<file path="config.mk">
export PLATFORM = sky130hd
export DESIGN_NAME = sd_ready_seq
export DESIGN_NICKNAME = d
export VERILOG_FILES = /design/src/rtl/sd_ready_seq.sv
export SDC_FILE = /design/constraint.sdc
export NUM_CORES = 1
export LEC_CHECK = 0
export CAP_MARGIN = 25
export CORE_MARGIN = 2
export CORE_UTILIZATION = 52
export DETAILED_ROUTE_END_ITERATION = 7
export PLACE_DENSITY = 0.88
export SYNTH_ARGS = -nofsm -noshare
export SYNTH_HDL_FRONTEND = slang
export SYNTH_SLANG_ARGS = --single-unit
</file>
<file path="constraint.sdc">
create_clock -name clk -period 3 [get_ports clk]
set_input_delay 0.75 -clock clk [delete_from_list [all_inputs] [get_ports clk]]
set_output_delay 0.75 -clock clk [all_outputs]
set_load 0.005 [all_outputs]
</file>
<file path="src/rtl/sd_ready_seq.sv">
module sd_ready_seq #(
  parameter int PW        = 16,
  parameter int CH        = 2,
  parameter int PIPE_CLKS = 2000,
  parameter int HOLD_CLKS = 500,
  localparam int CHW = (CH > 1) ? $clog2(CH) : 1
) (
  input  logic           clk,
  input  logic           rst_n,
  input  logic [PW-1:0]  odr_period,
  input  logic           sync_in,
  input  logic           setup_wr,
  input  logic [1:0]     setup_mode,
  input  logic [CHW-1:0] setup_ch,
  input  logic           rd_done,
  output logic           drdy_n,
  output logic [1:0]     mode_q,
  output logic           mod_rst,
  output logic           data_ld,
  output logic [CH-1:0]  ofs_ld,
  output logic [CH-1:0]  gain_ld
);

  localparam int PIW = $clog2(PIPE_CLKS + 1);
  localparam int CW  = (PW > PIW) ? PW : PIW;

  typedef enum logic [1:0] {S_IDLE, S_WAIT, S_PIPE, S_RUN} st_t;

  st_t            st;
  logic           sync_d;
  logic [CW-1:0]  cyc;
  logic [3:0]     nper;
  logic [1:0]     op;
  logic [CHW-1:0] ch_q, cal_ch;

  logic [1:0]     mode_nxt;
  logic [CHW-1:0] ch_nxt;
  logic           sync_fall, cal_busy, wr_start, start;
  logic [CW-1:0]  per_last, hold_pt, pipe_last;
  logic [3:0]     nper_nxt, rdy_at, clr_at;
  logic           do_ofs, do_gain;

  assign mode_nxt  = setup_wr ? setup_mode : mode_q;
  assign ch_nxt    = setup_wr ? setup_ch : ch_q;
  assign sync_fall = sync_d & ~sync_in;
  assign cal_busy  = (st == S_WAIT) && (op != 2'b00);
  assign wr_start  = setup_wr & ~sync_in & ~sync_d & ((setup_mode != 2'b00) | cal_busy);
  assign start     = sync_fall | wr_start;

  assign per_last  = CW'(odr_period) - CW'(1);
  assign hold_pt   = CW'(odr_period) - CW'(HOLD_CLKS) - CW'(1);
  assign pipe_last = CW'(PIPE_CLKS - 1);
  assign nper_nxt  = nper + 4'd1;

  assign rdy_at  = (op == 2'b00) ? 4'd3 : (op == 2'b01) ? 4'd9 : 4'd4;
  assign clr_at  = (op == 2'b01) ? 4'd6 : 4'd3;
  assign do_ofs  = ((op == 2'b01) || (op == 2'b10)) && (nper_nxt == 4'd3);
  assign do_gain = ((op == 2'b01) && (nper_nxt == 4'd6)) ||
                   ((op == 2'b11) && (nper_nxt == 4'd3));

  assign mod_rst = sync_d;

  always_ff @(posedge clk or negedge rst_n) begin
    if (!rst_n) begin
      st      <= S_IDLE;
      sync_d  <= 1'b1;
      cyc     <= '0;
      nper    <= '0;
      op      <= 2'b00;
      cal_ch  <= '0;
      ch_q    <= '0;
      mode_q  <= 2'b00;
      drdy_n  <= 1'b1;
      data_ld <= 1'b0;
      ofs_ld  <= '0;
      gain_ld <= '0;
    end else begin
      sync_d  <= sync_in;
      data_ld <= 1'b0;
      ofs_ld  <= '0;
      gain_ld <= '0;

      if (sync_in) begin
        st   <= S_IDLE;
        cyc  <= '0;
        nper <= '0;
        if (rd_done) drdy_n <= 1'b1;
      end else if (start) begin
        st     <= S_WAIT;
        cyc    <= '0;
        nper   <= '0;
        op     <= mode_nxt;
        cal_ch <= ch_nxt;
        drdy_n <= 1'b1;
      end else begin
        if (rd_done) drdy_n <= 1'b1;
        case (st)
          S_WAIT: begin
            if (cyc == per_last) begin
              cyc  <= '0;
              nper <= nper_nxt;
              if (do_ofs)  ofs_ld[cal_ch]  <= 1'b1;
              if (do_gain) gain_ld[cal_ch] <= 1'b1;
              if (op != 2'b00 && nper_nxt == clr_at) mode_q <= 2'b00;
              if (nper_nxt == rdy_at) begin
                if (op == 2'b00) begin
                  st      <= S_RUN;
                  drdy_n  <= 1'b0;
                  data_ld <= 1'b1;
                end else begin
                  st <= S_PIPE;
                end
              end
            end else begin
              cyc <= cyc + CW'(1);
            end
          end
          S_PIPE: begin
            if (cyc == pipe_last) begin
              cyc     <= '0;
              st      <= S_RUN;
              drdy_n  <= 1'b0;
              data_ld <= 1'b1;
            end else begin
              cyc <= cyc + CW'(1);
            end
          end
          S_RUN: begin
            if (cyc == per_last) begin
              cyc     <= '0;
              drdy_n  <= 1'b0;
              data_ld <= 1'b1;
            end else begin
              cyc <= cyc + CW'(1);
              if (cyc == hold_pt) drdy_n <= 1'b1;
            end
          end
          default: ;
        endcase
      end

      if (setup_wr) begin
        mode_q <= setup_mode;
        ch_q   <= setup_ch;
      end
    end
  end

endmodule

</file>
; Word-level counts from Yosys, hierarchy flattened
; Index checks and enable logic that the tools add are counted.
[totals]
regBits = 35
input_bits = 24
output_inout_bits = 9
wordCells = 125
[op_classes]
n_addsub = 5
order_cmp = 2
n_eq_ne = 18
muxes = 57
bitwise = 8
reduce_logical = 23
[op_table]
columns = op, n
row1 = two-way mux 16 bit, 4
row2 = two-way mux 2 bit, 22
row3 = == test 16 bit, 2
row4 = case mux 16 bit (2 select lines), 1
row5 = subtractor 16 x 1 -> 16 bit (second input constant), 2
row6 = two-way mux 4 bit, 6
row7 = two-way mux 1 bit, 19
row8 = adder 16 x 1 -> 16 bit (second input constant), 1
row9 = == test 16 x 11 -> 1 bit (second input constant), 1
row10 = subtractor 16 x 9 -> 16 bit (second input constant), 1
row11 = nonzero test 2 bit, 5
row12 = == test 2 bit (second input constant), 4
row13 = inequality test 4 x 3 -> 1 bit (second input constant), 2
row14 = nonzero test 4 bit, 2
row15 = logical AND 1 bit, 6
row16 = case mux 1 bit (3 select lines), 2
row17 = nonzero test 3 bit, 2
row18 = AND reduction 5 bit, 1
row19 = adder 4 x 1 -> 4 bit (second input constant), 1
row20 = AND 1 bit, 4
row21 = == test 2 x 1 -> 1 bit (second input constant), 2
row22 = == test 4 x 2 -> 1 bit (second input constant), 1
row23 = == test 4 x 3 -> 1 bit, 1
row24 = == test 4 x 3 -> 1 bit (second input constant), 1
row25 = other kinds (16), 20

; Depth between registers and ports, before layout
[depth]
word_depth = 10
mapped_depth = 11
ltp_nobuf = 10

; Worst setup path before layout
; OpenSTA, ideal clock, no wires.
[synth_path]
path_kind = input -> register
start = input port odr_period[6]
end = register cyc[4]
t_arrival_ps = 3841
required_ps = 2879
slack_ps = -962
path_stages = 11
path_buffers = 3
path_cell_list = buf_4 or4_1 clkbuf_2 or4_4 or3b_1 a211o_1 a2111oi_4 a21oi_2 and2b_1 buf_6 a22o_1
[synth_via]
elab_chain_len = 6
[synth_rtl]
columns = item, line_no
row1 = "start, declared", 10  ; input logic [PW-1:0] odr_period,
row2 = subtractor 16 x 1 -> 16 bit, 50  ; assign per_last = CW'(odr_period) - CW'(1);
row3 = == test 16 bit, "99, 129"
row4 = two-way mux 16 bit, "99, 129"
row5 = case mux 16 bit (2 select lines), 97  ; case (st)
row6 = two-way mux 16 bit, 88  ; end else if (start) begin
row7 = two-way mux 16 bit, 83  ; if (sync_in) begin
row8 = "end signal, assigned", 115  ; cyc <= cyc + CW'(1);
row9 = "end signal, assigned", 125  ; cyc <= cyc + CW'(1);
row10 = "end signal, assigned", 134  ; cyc <= cyc + CW'(1);
row11 = "end, declared", 31  ; logic [CW-1:0] cyc;
; Every way passes these cells.
; A chain may end at the register's enable or synchronous reset.

; Final worst setup path
[layout_path]
start = input port odr_period[3]
end = register nper[1]
[layout_via]
elab_chain_len = 4
[layout_rtl]
columns = item, line_no
row1 = subtractor 16 x 1 -> 16 bit, 50
row2 = == test 16 bit, 99  ; if (cyc == per_last) begin
row3 = nonzero test 3 bit (no line), -
row4 = AND reduction 2 bit (no line), -
row5 = "end signal, assigned", 101  ; nper <= nper_nxt;
row6 = "end, declared", 32  ; logic [3:0] nper;
; Every way passes these cells.

==> flow_summary.yaml <==
synthesis:
  synth-seq-cells: 35
  async_flop_share_pct: 100
  yosys_warnings: 0
  syn_inst: 365
  syn_nets: 402
  synthDistinctLibCells: 61
  seq_area_frac_synth_pct: 29.0
  syn_area_per_cell_sq_um: 8.31
  syn-cell-area_sq_mm: 0.00303
  synth_ff_type: "dfrtp_1"
  synth_enable_flop_cells: 0
die:
  die-height_um: 80.4
  core_sq_mm: 0.00557
  die_area_sq_mm: 0.00646
  ioPinCount: 33
  start_util_pct: 54.4
  row_count: 27
  die_w_um: 80.4
pwr:
  ir_drop_mv: 0.310
  power_density_mw_per_mm2: 307
  p_total_mw: 1.27
  p_leak_nw: 1.86
sta:
  slew_headroom_pct: 61.9
  fmax_mhz: 281
  final.min_clock_period_ns: 3.56
  period_share_pct: 119
  hold_slack_ns: 0.493
  rsz0062_at_grt: "true"
  hold_violations: 0
  drv_slew: 0
  setup_viol: 30
  fin_skew_ns: 0.00808
  setup_slack_ns: -0.559
  worst_pin_slew_ns: 0.571
  tns_ns: -12.44
worst_setup_path:
  critPathRequiredTime_ns: 3.22
  critPathLaunchType: "primary input"
  critical_path.max_fanout: 3
  crit_path_end_kind: "flop"
  crit_type: "primary input to flop"
  cp.arrival_ns: 3.78
grt:
  grt_max_degree: 36
  gr-total-overflow: 0
  antenna_found_initial: 0
  gr-usage-all-layers_pct: 30.1
  grt_pass1_wl_mm: 15.3
  grt_pass1_vias: 3311
cells_and_area:
  num_antenna_cells: 0
  layout_common_cells: "buf_4 (64), dfrtp_1 (33), nor2_1 (30)"
  layout_commonest_cell: "buf_4"
  drive_gt1_share_pct: 26.8
  area_delta_synth_final_pct: 36.3
  fin_area_sq_mm: 0.00413
  final_nets: 492
  instances_no_fill: 528
clocking:
  root_buffer: "clkbuf_8"
  cts_tree: "done"
  numCtsBuffers: 5
  cts.sinks: 35
  clk_pin_slew_ns: 0.07
  cts_htree_levels: 2
  cts_hold_buf: 0
  cts_buffer_depth: 2
  clk_latency_ns: 0.29
flow_run:
  maxCapViolations: 0
routing:
  viasPerCell: 6.32
  dr.pass1.iters: 5
  antenna_left: 0
  num_vias: 3339
  routed_wl_mm: 9.42
  drt_iter0_markers: 453
  drc: 0
  wl_per_cell_um: 17.8
place:
  gp_congestion: 0.906
  placed_area_sq_mm: 0.00385
  portBuffers: 32
  dp.cells: 518
  hpwl_mm: 6.53
run_status:
  violations: "setup timing"
  status: "finished, violations left"
min_path:
  hold_class: "flop to flop"
## routing by layer
metal	wire (um)	track usage [%]	up-vias
met5	0	0	-
met1	3830	38.6	1591
met4	369	12.4	0
li1	-	-	1511
met2	4510	49.9	190
met3	718	5.39	47
## through the flow
stage	utilization, %	worst slack, ns
2_1_floorplan	-	-0.960
3_3_place_gp	69.1	-1.10
3_5_place_dp	69.1	-1.18
4_1_cts	72.6	-0.499
5_1_grt	74.1	-0.605
6_report	74.1	-0.559
## worst max-delay path, cell delays in order
cell and delay, ns:
dlygate4sd2_1 0.27, or3_4 0.34, or4_4 0.52, or3b_1 0.39, a211o_1 0.36, a2111oi_4 0.37, buf_4 0.20, and2_4 0.16
mux2i_2 0.24, and2_1 0.18
## worst paths after layout
kind,slack [ns],startpoint,end,cells past startpoint
setup / recovery,-0.56,odr_period[3],nper[1]$_DFFE_PN0P_,10
hold / removal,0.49,ch_q$_DFF_PN0_,ch_q$_DFF_PN0_,1
setup reg to reg,0.16,cyc[4]$_DFFE_PN0P_,nper[1]$_DFFE_PN0P_,9
hold reg to reg,0.49,ch_q$_DFF_PN0_,ch_q$_DFF_PN0_,1
max in group asynchronous,1.78,rst_n,drdy_n$_DFF_PN1_,2
min in group asynchronous,0.87,rst_n,cyc[5]$_DFFE_PN0P_,2
## synth_stat cells (13+ instances only)
cell type	number	area, sq um
nand3_1	20	100
and3_1	13	81.3
xnor2_1	20	175
a21oi_1	18	90.1
dfrtp_1	33	826
nand2_1	22	82.6
nor2_1	30	113
ha_1	13	163
o21ai_0	21	105
inv_1	14	52.6
## repair_timing
item / CTS / global route
endpoints found under the hold margin: 0 / 0
pin swaps: 12 / 13
setup buffers: 1 / 1
gates resized for setup: 44 / 38
endpoints found under the setup margin: 30 / 30
## state kept, by name, summed over array words and instances, names as in the netlist
register,count
data_ld,1
st,2
gain_ld,2
nper,4
mod_rst,1
cal_ch,1
ch_q,1
mode_q,2
op,2
cyc,16
ofs_ld,2
drdy_n,1
## layout make-up
cell class                      count  area (sq um)
Inverter                           14          52.6
Clock buffer                        5          68.8
Sequential cell                    35           878
Multi-Input combinational cell    298          2150
Clock inverter                      3          43.8
Timing Repair Buffer              101           847
Fill cell                         370          1440
Tap cell                           72          90.1
## cells by family after synthesis
kind of cell               count (synthesis)  share of synthesized area (%)
and+or+nand+nor                          153                           27.2
adders and majority gates                 13                           5.36
DFF                                       35                           29.0
buffers and inverters                     32                           4.87
muxes                                      6                           2.06
xor gates and xnor gates                  33                           9.98
AOI/OAI and AO/OA                         93                           21.5
## where the power goes
group / internal, mW / switching (mW)
Sequential: 0.488 / 0.0133
Clock: 0.247 / 0.179
Combinational: 0.169 / 0.173
Power figures use the tool's default switching activity.
